===== config.mk =====
export PLATFORM = sky130hd
export DESIGN_NAME = cmd_stream_regdec
export DESIGN_NICKNAME = d
export VERILOG_FILES = /design/src/rtl/cmdstream_pkg.sv /design/src/rtl/cmd_parser.sv /design/src/rtl/vreg_bank.sv /design/src/rtl/copy_assembler.sv /design/src/rtl/cmd_stream_regdec.sv
export SDC_FILE = /design/constraint.sdc
export NUM_CORES = 1
export LEC_CHECK = 0
export ABC_AREA = 1
export BUFFER_PORTS_ARGS = -buffer_cell sky130_fd_sc_hd__buf_2
export CELL_PAD_IN_SITES_DETAIL_PLACEMENT = 1
export CELL_PAD_IN_SITES_GLOBAL_PLACEMENT = 2
export CORE_MARGIN = 2
export CORE_UTILIZATION = 30
export DETAILED_ROUTE_END_ITERATION = 12
export PLACE_DENSITY = 0.64
export RECOVER_POWER = 50
export SLEW_MARGIN = 20
export SYNTH_ARGS = -nofsm -noshare
export SYNTH_HDL_FRONTEND = slang
export SYNTH_HIERARCHICAL = 1
export SYNTH_SLANG_ARGS = --single-unit

===== constraint.sdc =====
create_clock -name clk -period 5.2 [get_ports clk]
set_clock_uncertainty 0.2 [all_clocks]
set_input_delay 0.26 -clock clk [delete_from_list [all_inputs] [get_ports clk]]
set_output_delay 0.26 -clock clk [all_outputs]
set_load 0.1 [all_outputs]

===== src/rtl/cmdstream_pkg.sv =====
package cmdstream_pkg;
    localparam logic [7:0] SYNC_BYTE  = 8'hAF;
    localparam logic [7:0] OP_REG_WR  = 8'h20;
    localparam logic [7:0] OP_COPY    = 8'h6A;
    localparam logic [7:0] CTRL_IDX   = 8'hFF;
    localparam logic [7:0] LOCK_VAL   = 8'h00;
    localparam logic [7:0] UNLOCK_VAL = 8'hFF;
    localparam int         ADDR_BYTES = 3;
    localparam int         COPY_ARG_BYTES = 2 * ADDR_BYTES + 1;

    typedef enum logic [2:0] {
        ST_HUNT,
        ST_CODE,
        ST_WR_IDX,
        ST_WR_VAL,
        ST_COPY_ARG
    } parse_state_e;
endpackage


===== src/rtl/cmd_parser.sv =====
module cmd_parser
    import cmdstream_pkg::*;
(
    input  logic       clk,
    input  logic       rst_n,
    input  logic       byte_valid,
    input  logic [7:0] byte_data,
    output logic       wr_en,
    output logic [7:0] wr_idx,
    output logic [7:0] wr_val,
    output logic       cp_byte_en,
    output logic       cp_last
);
    localparam int CNT_W = $clog2(COPY_ARG_BYTES);
    localparam logic [CNT_W-1:0] CNT_LAST = CNT_W'(COPY_ARG_BYTES - 1);

    parse_state_e     state_q, state_d;
    logic [7:0]       idx_q;
    logic [CNT_W-1:0] argcnt_q;

    // next-state logic
    always_comb begin
        state_d = state_q;
        if (byte_valid) begin
            unique case (state_q)
                ST_HUNT: begin
                    if (byte_data == SYNC_BYTE) state_d = ST_CODE;
                end
                ST_CODE: begin
                    if (byte_data == SYNC_BYTE)      state_d = ST_CODE;
                    else if (byte_data == OP_REG_WR) state_d = ST_WR_IDX;
                    else if (byte_data == OP_COPY)   state_d = ST_COPY_ARG;
                    else                             state_d = ST_HUNT;
                end
                ST_WR_IDX:   state_d = ST_WR_VAL;
                ST_WR_VAL:   state_d = ST_HUNT;
                ST_COPY_ARG: begin
                    if (argcnt_q == CNT_LAST) state_d = ST_HUNT;
                end
                default:     state_d = ST_HUNT;
            endcase
        end
    end

    // state register
    always_ff @(posedge clk) begin
        if (!rst_n) state_q <= ST_HUNT;
        else        state_q <= state_d;
    end

    // datapath registers: held index and argument counter
    always_ff @(posedge clk) begin
        if (!rst_n) begin
            idx_q    <= '0;
            argcnt_q <= '0;
        end else if (byte_valid) begin
            if (state_q == ST_WR_IDX) idx_q <= byte_data;
            if (state_q == ST_COPY_ARG) begin
                argcnt_q <= (argcnt_q == CNT_LAST) ? '0 : argcnt_q + 1'b1;
            end else begin
                argcnt_q <= '0;
            end
        end
    end

    // outputs
    always_comb begin
        wr_en      = byte_valid && (state_q == ST_WR_VAL);
        wr_idx     = idx_q;
        wr_val     = byte_data;
        cp_byte_en = byte_valid && (state_q == ST_COPY_ARG);
        cp_last    = cp_byte_en && (argcnt_q == CNT_LAST);
    end
endmodule


===== src/rtl/vreg_bank.sv =====
module vreg_bank
    import cmdstream_pkg::*;
#(
    parameter int NUM_REGS = 48
) (
    input  logic                  clk,
    input  logic                  rst_n,
    input  logic                  wr_en,
    input  logic [7:0]            wr_idx,
    input  logic [7:0]            wr_val,
    output logic [NUM_REGS*8-1:0] active_flat,
    output logic [NUM_REGS*8-1:0] shadow_flat,
    output logic                  locked,
    output logic                  commit
);
    logic [7:0] active_q [NUM_REGS];
    logic [7:0] shadow_q [NUM_REGS];
    logic       locked_q;
    logic       ctrl_wr, lock_set, data_wr;

    always_comb begin
        ctrl_wr  = wr_en && (wr_idx == CTRL_IDX);
        lock_set = ctrl_wr && (wr_val == LOCK_VAL);
        commit   = ctrl_wr && (wr_val == UNLOCK_VAL);
        data_wr  = wr_en && (32'(wr_idx) < NUM_REGS);
    end

    always_ff @(posedge clk) begin
        if (!rst_n)        locked_q <= 1'b0;
        else if (lock_set) locked_q <= 1'b1;
        else if (commit)   locked_q <= 1'b0;
    end

    for (genvar i = 0; i < NUM_REGS; i++) begin : g_reg
        logic hit;
        assign hit = data_wr && (wr_idx == 8'(i));

        always_ff @(posedge clk) begin
            if (!rst_n) begin
                shadow_q[i] <= '0;
                active_q[i] <= '0;
            end else begin
                if (hit) shadow_q[i] <= wr_val;
                if (commit)                active_q[i] <= shadow_q[i];
                else if (hit && !locked_q) active_q[i] <= wr_val;
            end
        end

        assign active_flat[i*8 +: 8] = active_q[i];
        assign shadow_flat[i*8 +: 8] = shadow_q[i];
    end

    assign locked = locked_q;
endmodule


===== src/rtl/copy_assembler.sv =====
module copy_assembler
    import cmdstream_pkg::*;
(
    input  logic        clk,
    input  logic        rst_n,
    input  logic        byte_en,
    input  logic        last,
    input  logic [7:0]  byte_data,
    output logic        copy_valid,
    output logic [23:0] copy_src,
    output logic [7:0]  copy_count,
    output logic [23:0] copy_dst
);
    localparam int SR_W = (COPY_ARG_BYTES - 1) * 8;

    logic [SR_W-1:0] sr_q;

    always_ff @(posedge clk) begin
        if (!rst_n) begin
            sr_q       <= '0;
            copy_valid <= 1'b0;
            copy_src   <= '0;
            copy_count <= '0;
            copy_dst   <= '0;
        end else begin
            copy_valid <= last;
            if (byte_en) sr_q <= {sr_q[SR_W-9:0], byte_data};
            if (last) begin
                copy_src   <= sr_q[SR_W-1 -: 24];
                copy_count <= sr_q[SR_W-25 -: 8];
                copy_dst   <= {sr_q[15:0], byte_data};
            end
        end
    end
endmodule


===== src/rtl/cmd_stream_regdec.sv =====
module cmd_stream_regdec #(
    parameter int NUM_REGS  = 48,
    parameter int BLANK_IDX = 31
) (
    input  logic                  clk,
    input  logic                  rst_n,
    input  logic                  in_valid,
    input  logic [7:0]            in_data,
    output logic                  in_ready,
    output logic [NUM_REGS*8-1:0] reg_bank,
    output logic                  depth_24,
    output logic [23:0]           base16,
    output logic [23:0]           base8,
    output logic [7:0]            blank_mode,
    output logic                  copy_valid,
    output logic [23:0]           copy_src,
    output logic [7:0]            copy_count,
    output logic [23:0]           copy_dst
);
    localparam int DEPTH_REG = 8'h00;
    localparam int B16_REG   = 8'h20;
    localparam int B8_REG    = 8'h26;

    logic                  wr_en, cp_byte_en, cp_last;
    logic [7:0]            wr_idx, wr_val;
    logic [NUM_REGS*8-1:0] shadow_flat;
    logic                  lock_q, commit_evt;

    assign in_ready = 1'b1;

    cmd_parser u_parser (
        .clk        (clk),
        .rst_n      (rst_n),
        .byte_valid (in_valid),
        .byte_data  (in_data),
        .wr_en      (wr_en),
        .wr_idx     (wr_idx),
        .wr_val     (wr_val),
        .cp_byte_en (cp_byte_en),
        .cp_last    (cp_last)
    );

    vreg_bank #(.NUM_REGS(NUM_REGS)) u_bank (
        .clk         (clk),
        .rst_n       (rst_n),
        .wr_en       (wr_en),
        .wr_idx      (wr_idx),
        .wr_val      (wr_val),
        .active_flat (reg_bank),
        .shadow_flat (shadow_flat),
        .locked      (lock_q),
        .commit      (commit_evt)
    );

    copy_assembler u_copy (
        .clk        (clk),
        .rst_n      (rst_n),
        .byte_en    (cp_byte_en),
        .last       (cp_last),
        .byte_data  (in_data),
        .copy_valid (copy_valid),
        .copy_src   (copy_src),
        .copy_count (copy_count),
        .copy_dst   (copy_dst)
    );

    assign depth_24   = reg_bank[DEPTH_REG*8];
    assign base16     = {reg_bank[B16_REG*8 +: 8], reg_bank[(B16_REG+1)*8 +: 8],
                         reg_bank[(B16_REG+2)*8 +: 8]};
    assign base8      = {reg_bank[B8_REG*8 +: 8], reg_bank[(B8_REG+1)*8 +: 8],
                         reg_bank[(B8_REG+2)*8 +: 8]};
    assign blank_mode = reg_bank[BLANK_IDX*8 +: 8];
endmodule


After elaboration in Yosys (flattened, before gate mapping) --
Memory sizes are Yosys's and may differ from the RTL's. Cells that the tools add are included.
Operators by class: $mul 0, muxes and demuxes 494, reduce and logical (&&, ||, !) cells 110, $add $sub $neg 1, shift operators 0, bitwise logic cells 144, magnitude comparators 1, eq/ne operators 59, divide/modulo/power cells 0
Operator list (number):
- $mux 8 | 144
- $mux 1 | 342
- $or 1x1->1 | 144
- $eq 8x6->1 const B | 17
- $eq 8x5->1 const B | 16
- $logic_and 1x1->1 | 103
- $eq 8x4->1 const B | 8
- $eq 8x3->1 const B | 4
- $eq 8x8->1 const B | 3
- $mux 3 | 7
- $eq 8x2->1 const B | 2
- $logic_not 8->1 | 2
- $pmux 3 s4 | 1
- $eq 8x1->1 const B | 1
- $eq 8x7->1 const B | 1
- $lt 8x6->1 const B | 1
- $eq 3x2->1 const B | 2
- $eq 3x3->1 const B | 2
- $add 3x1->3 const B | 1
- $eq 3x1->1 const B | 1
- $logic_not 3->1 | 1
- $reduce_and 3->1 | 1
- $ne 2x1->1 const B | 1
- $ne 2x2->1 const B | 1
- 3 further kinds | 3
Storage, ports and cells: input port bits 11, latch bits 0, logic and storage cells 820, memories kept 2, bits in writable memories 768, flip-flop bits (word level) 120, memory bits (read-only) 0, output and inout bits 499
Memory list:
- u_bank.active_q | words 48, width 8, read ports 48, clocked after Yosys merged registers in 0, wr ports 48, RTL line vreg_bank.sv:16 | logic [7:0] active_q [NUM_REGS];
- u_bank.shadow_q | words 48, width 8, read ports 48, clocked after Yosys merged registers in 0, wr ports 48, RTL line vreg_bank.sv:17 | logic [7:0] shadow_q [NUM_REGS];

Longest topological paths before layout --
word-level depth 10, depth in mapped cells 11

By module --
Netlist, hierarchy kept.
By module, submodules not included:
- vreg_bank | cells each 2798, sequential area each 23082.1 um^2, area each 32489.9 um^2, times used 1
- copy_assembler | cells each 615, sequential area each 2102.0 um^2, area each 4164.0 um^2, times used 1
- cmd_parser | cells each 115, sequential area each 280.3 um^2, area each 770.7 um^2, times used 1
- cmd_stream_regdec | cells each 59, sequential area each 0.0 um^2, area each 439.2 um^2, times used 1

Least setup slack after synthesis --
OpenSTA, ideal clock, no wires.
kind reg-to-reg, start point register u_parser.state_q[1], end point memory u_bank.shadow_q[16][0] (netlist: u_bank/shadow_q[1][0]) (enable), arrival 2391 ps, clock period less this slack 2975 ps, stages on the path, launching flop included 7, setup slack 2225 ps, required time 4616 ps, path buffers 2, path through dfxtp_1 -> inv_2 -> nor4_1 -> nand4_2 -> buf_2 -> clkbuf_1 -> o21ai_0
RTL lines:
- start, declared | RTL line cmd_parser.sv:17 | parse_state_e state_q, state_d;
- start signal, assigned | RTL line cmd_parser.sv:48 | else state_q <= state_d;
- end, declared | RTL line vreg_bank.sv:17

Final worst setup path --
start point input in_data[4], end point register u_parser.state_q[2]
Between the ends: word-level cells in the longest chain between the ends 5, elaborated cells between the ends (all ways) 9
Ends and longest elaborated chain:
- start, declared | RTL line cmd_stream_regdec.sv:8 | input logic [7:0] in_data,
- $eq 8x7->1 | RTL line cmd_parser.sv:32 | else if (byte_data == OP_COPY) state_d = ST_COPY_ARG;
- $mux 3 | RTL line cmd_parser.sv:32
- $mux 3 | RTL line cmd_parser.sv:31 | else if (byte_data == OP_REG_WR) state_d = ST_WR_IDX;
- $mux 3 | RTL line cmd_parser.sv:30 | if (byte_data == SYNC_BYTE) state_d = ST_CODE;
- $pmux 3 s4 | RTL line cmd_parser.sv:25 | unique case (state_q)
Parallel ways exist; a longest one is shown, timed or not. A chain may end at the register's enable or synchronous reset.

==> results.sh <==
export IMPL_status="finished with violations"
export IMPL_violations="capacitance limit, slew limit"
export IMPL_internal_power_mw=12.11
export IMPL_fin_crit_sh=0.7901
export IMPL_p_leak_nw=16.54
export IMPL_cap_violations=3
export IMPL_h_tree_depth=3
export IMPL_p_total_mw=16.53
export IMPL_yosysUniqueCellTypes=30
export IMPL_synth_cells=3587
export IMPL_grt_ovfl_total=0
export IMPL_holdWs_ps=50.43
export IMPL_drt_iter0_drc=1978
export IMPL_path_class="input port to flop"
export IMPL_placed_cells=5457
export IMPL_track_usage=0.1995
export IMPL_die_w_microns=359.3
export IMPL_synth_edf_count=768
export IMPL_globalplace_congestion=0.7811
export IMPL_slew_headroom=-1.162
export IMPL_syn_to_final_growth_pct=15.01
export IMPL_clkPwrFrac=0.425
export IMPL_instances_no_fill=5654
export IMPL_slew_viol_final=218
export IMPL_regArea_sq_um=25460
export IMPL_cp_start_kind="input port"
export IMPL_dieArea_sq_um=129100
export IMPL_ant_nets=0
export IMPL_pin_count=510
export IMPL_dr_max_layer_used="met4"
export IMPL_p_sw_frac=0.2675
export IMPL_drtPass1Iterations=5
export IMPL_yosysWarningCount=6
export IMPL_drc=0
export IMPL_path_clk_slew_ps=60
export IMPL_grt_max_degree=205
export IMPL_seq_power_share=0.486
export IMPL_antenna_found_initial=9
export IMPL_hpwl_mm=81.89
export IMPL_cp_slowest_cell="clkbuf_1"
export IMPL_tns_ps=0
export IMPL_cts_root_buf="clkbuf_16"
export IMPL_start_util=0.3019
export IMPL_grt_pass1_vias=27420
export IMPL_critPathArrivalTime_ps=4480
export IMPL_multi_input_area_sq_um=9813
export IMPL_crit_fanout=29
export IMPL_p_per_area_nw_per_um2=379.7
export IMPL_hp_class="input port to flop"
export IMPL_mostFrequentLayoutCells="edfxtp_1, nand3_1, nand2_1"
export IMPL_worstSetupEndpointType="flop"
export IMPL_wirelength_mm=132.2
export IMPL_cts_inserted_buffers=100
export IMPL_fmax_mhz=243.4
export IMPL_routed_via_count=27310
export IMPL_final_layout_size_suffix_gt1_frac=0.06425
export IMPL_worst_slew_pin_slew_ps=3243
export IMPL_ir_drop_v=0.0002275
export IMPL_met3_wirelength_mm=6.069
export IMPL_synth_avg_cell_area_sq_um=10.56
export IMPL_rsz0062_at_grt="false"
export IMPL_synthFlopType="edfxtp_1"
export IMPL_rows=130
export IMPL_final_setup_viol_count=0
export IMPL_synth_fp_nets=3598
export IMPL_port_buffers=508
export IMPL_routedWlPerCell_microns=23.38
export IMPL_viasPerCell=4.830
export IMPL_final_core_util=0.3472
export IMPL_die_y_microns=359.3
export IMPL_cts_path_max_buffers=3
export IMPL_core_area_sq_um=125400
export IMPL_dr_wl_met2_mm=63.70
export IMPL_drt_met1_wl_mm=58.31
export IMPL_ys_ff_latch=888
export IMPL_yosysSeqAreaShare=0.6725
export IMPL_p_comb_frac=0.089
export IMPL_grt_pass1_wl_mm=190.2
export IMPL_nFillCells=14140
export IMPL_clock_sinks=888
export IMPL_rrSetupSlack_ps=1100
export IMPL_nNetsFinal=3930
export IMPL_switching_power_mw=4.423
export IMPL_min_period_ps=4108
export IMPL_hold_viol=0
export IMPL_cpPeakStageDelay_ps=2240
export IMPL_cp_required_ps=5570
export IMPL_async_flop_share=0
export IMPL_cts_tree="yes"
export IMPL_layout_commonest_cell="edfxtp_1"
export IMPL_clock_latency_ps=680
export IMPL_syn_cell_area_sq_um=37860
export IMPL_crit_chain="dlygate4sd3_1, buf_4, clkbuf_1, inv_1, nand2_1, nor2_1, nand2_1, nand2_1, nand2_1, nor2_1, nor2_1, nor2_1"
worst paths after layout:
path | endpoint | depth (start not counted) | start
max | u_parser/state_q[2] | 12 | in_data[4]
min | u_bank/active_q[2][82] | 3 | in_data[2]
max reg2reg | u_copy/sr_q[30] | 8 | u_parser/state_q[1]
min reg2reg | u_copy/copy_dst[17] | 2 | u_copy/copy_dst[17]
power by group through the flow:
stage          logic (mW)  registers [mW]  clock network, mW
2_1_floorplan       0.421            8.90                  0
3_3_place_gp         1.52            8.17                  0
3_5_place_dp         1.52            8.18                  0
4_1_cts              1.53            8.03               7.23
5_1_grt              1.52            8.04               7.46
6_report             1.47            8.03               7.03
flip-flops by register name (all words and copies together) (netlist names):
signal and flops:
u_bank/active_q 384, u_bank/locked 1, u_bank/shadow_q 384, u_copy/copy_count 8
u_copy/copy_dst 24, u_copy/copy_src 24, u_copy/copy_valid 1, u_copy/sr_q 48
u_parser/argcnt_q 3, u_parser/state_q 3, u_parser/wr_idx 8
synthesized netlist by cell type (35+ instances only):
cell type | instances | area, sq um
edfxtp_1 | 768 | 23060
nand3_1 | 727 | 3638
nand2_1 | 683 | 2564
nor2_1 | 627 | 2354
dfxtp_1 | 120 | 2402
o21ai_0 | 112 | 560.5
buf_4 | 107 | 803.3
clkbuf_1 | 104 | 390.4
inv_1 | 86 | 322.8
buf_2 | 73 | 365.4
inv_2 | 49 | 183.9
buf_1 | 35 | 131.4
logic make-up (layout without fill, tap and decap cells):
group / Yosys count / count (layout) / synth area share
other cells: 1 / 5 / 0.00009904
simple gates: 2100 / 2100 / 0.2471
buf+inv: 472 / 885 / 0.06338
flops: 888 / 888 / 0.6725
compound gates: 126 / 126 / 0.01685
metrics by stage:
step                      worst slack [ps]  area (sq um)
after floorplan                       2225         37860
after global placement                1337         41110
after detailed placement              1340         41110
after CTS                             1508         44440
after global routing                 652.2         43540
final                                 1092         43550
area by class of cell:
type                    count  area share
multi-input cells        2227      0.2253
clock buffers             123     0.06235
repair buffers            567     0.05594
diodes                      4   0.0002299
inverters                 135     0.01192
clock inverters            60     0.01204
flip-flops and latches    888      0.5848
well taps                1650     0.04741
critical path: cells and delay by family:
family | cells | cell delay, ps
simple gates | 8 | 810
buf+inv | 4 | 3370
timing repair:
item,CTS,global route
endpoints found under the hold margin,85,0
hold buffers,9,0
resized for setup,0,0
endpoints found under the setup margin,0,0
setup buffers,0,0
per-layer routing:
layer / vias up / global-route usage
li1: 12790 / -
met1: 13660 / 0.2597
met2: 692 / 0.3366
met3: 164 / 0.02988
met4: 0 / 0.07231
met5: - / 0
Power figures use the tool's default switching activity.
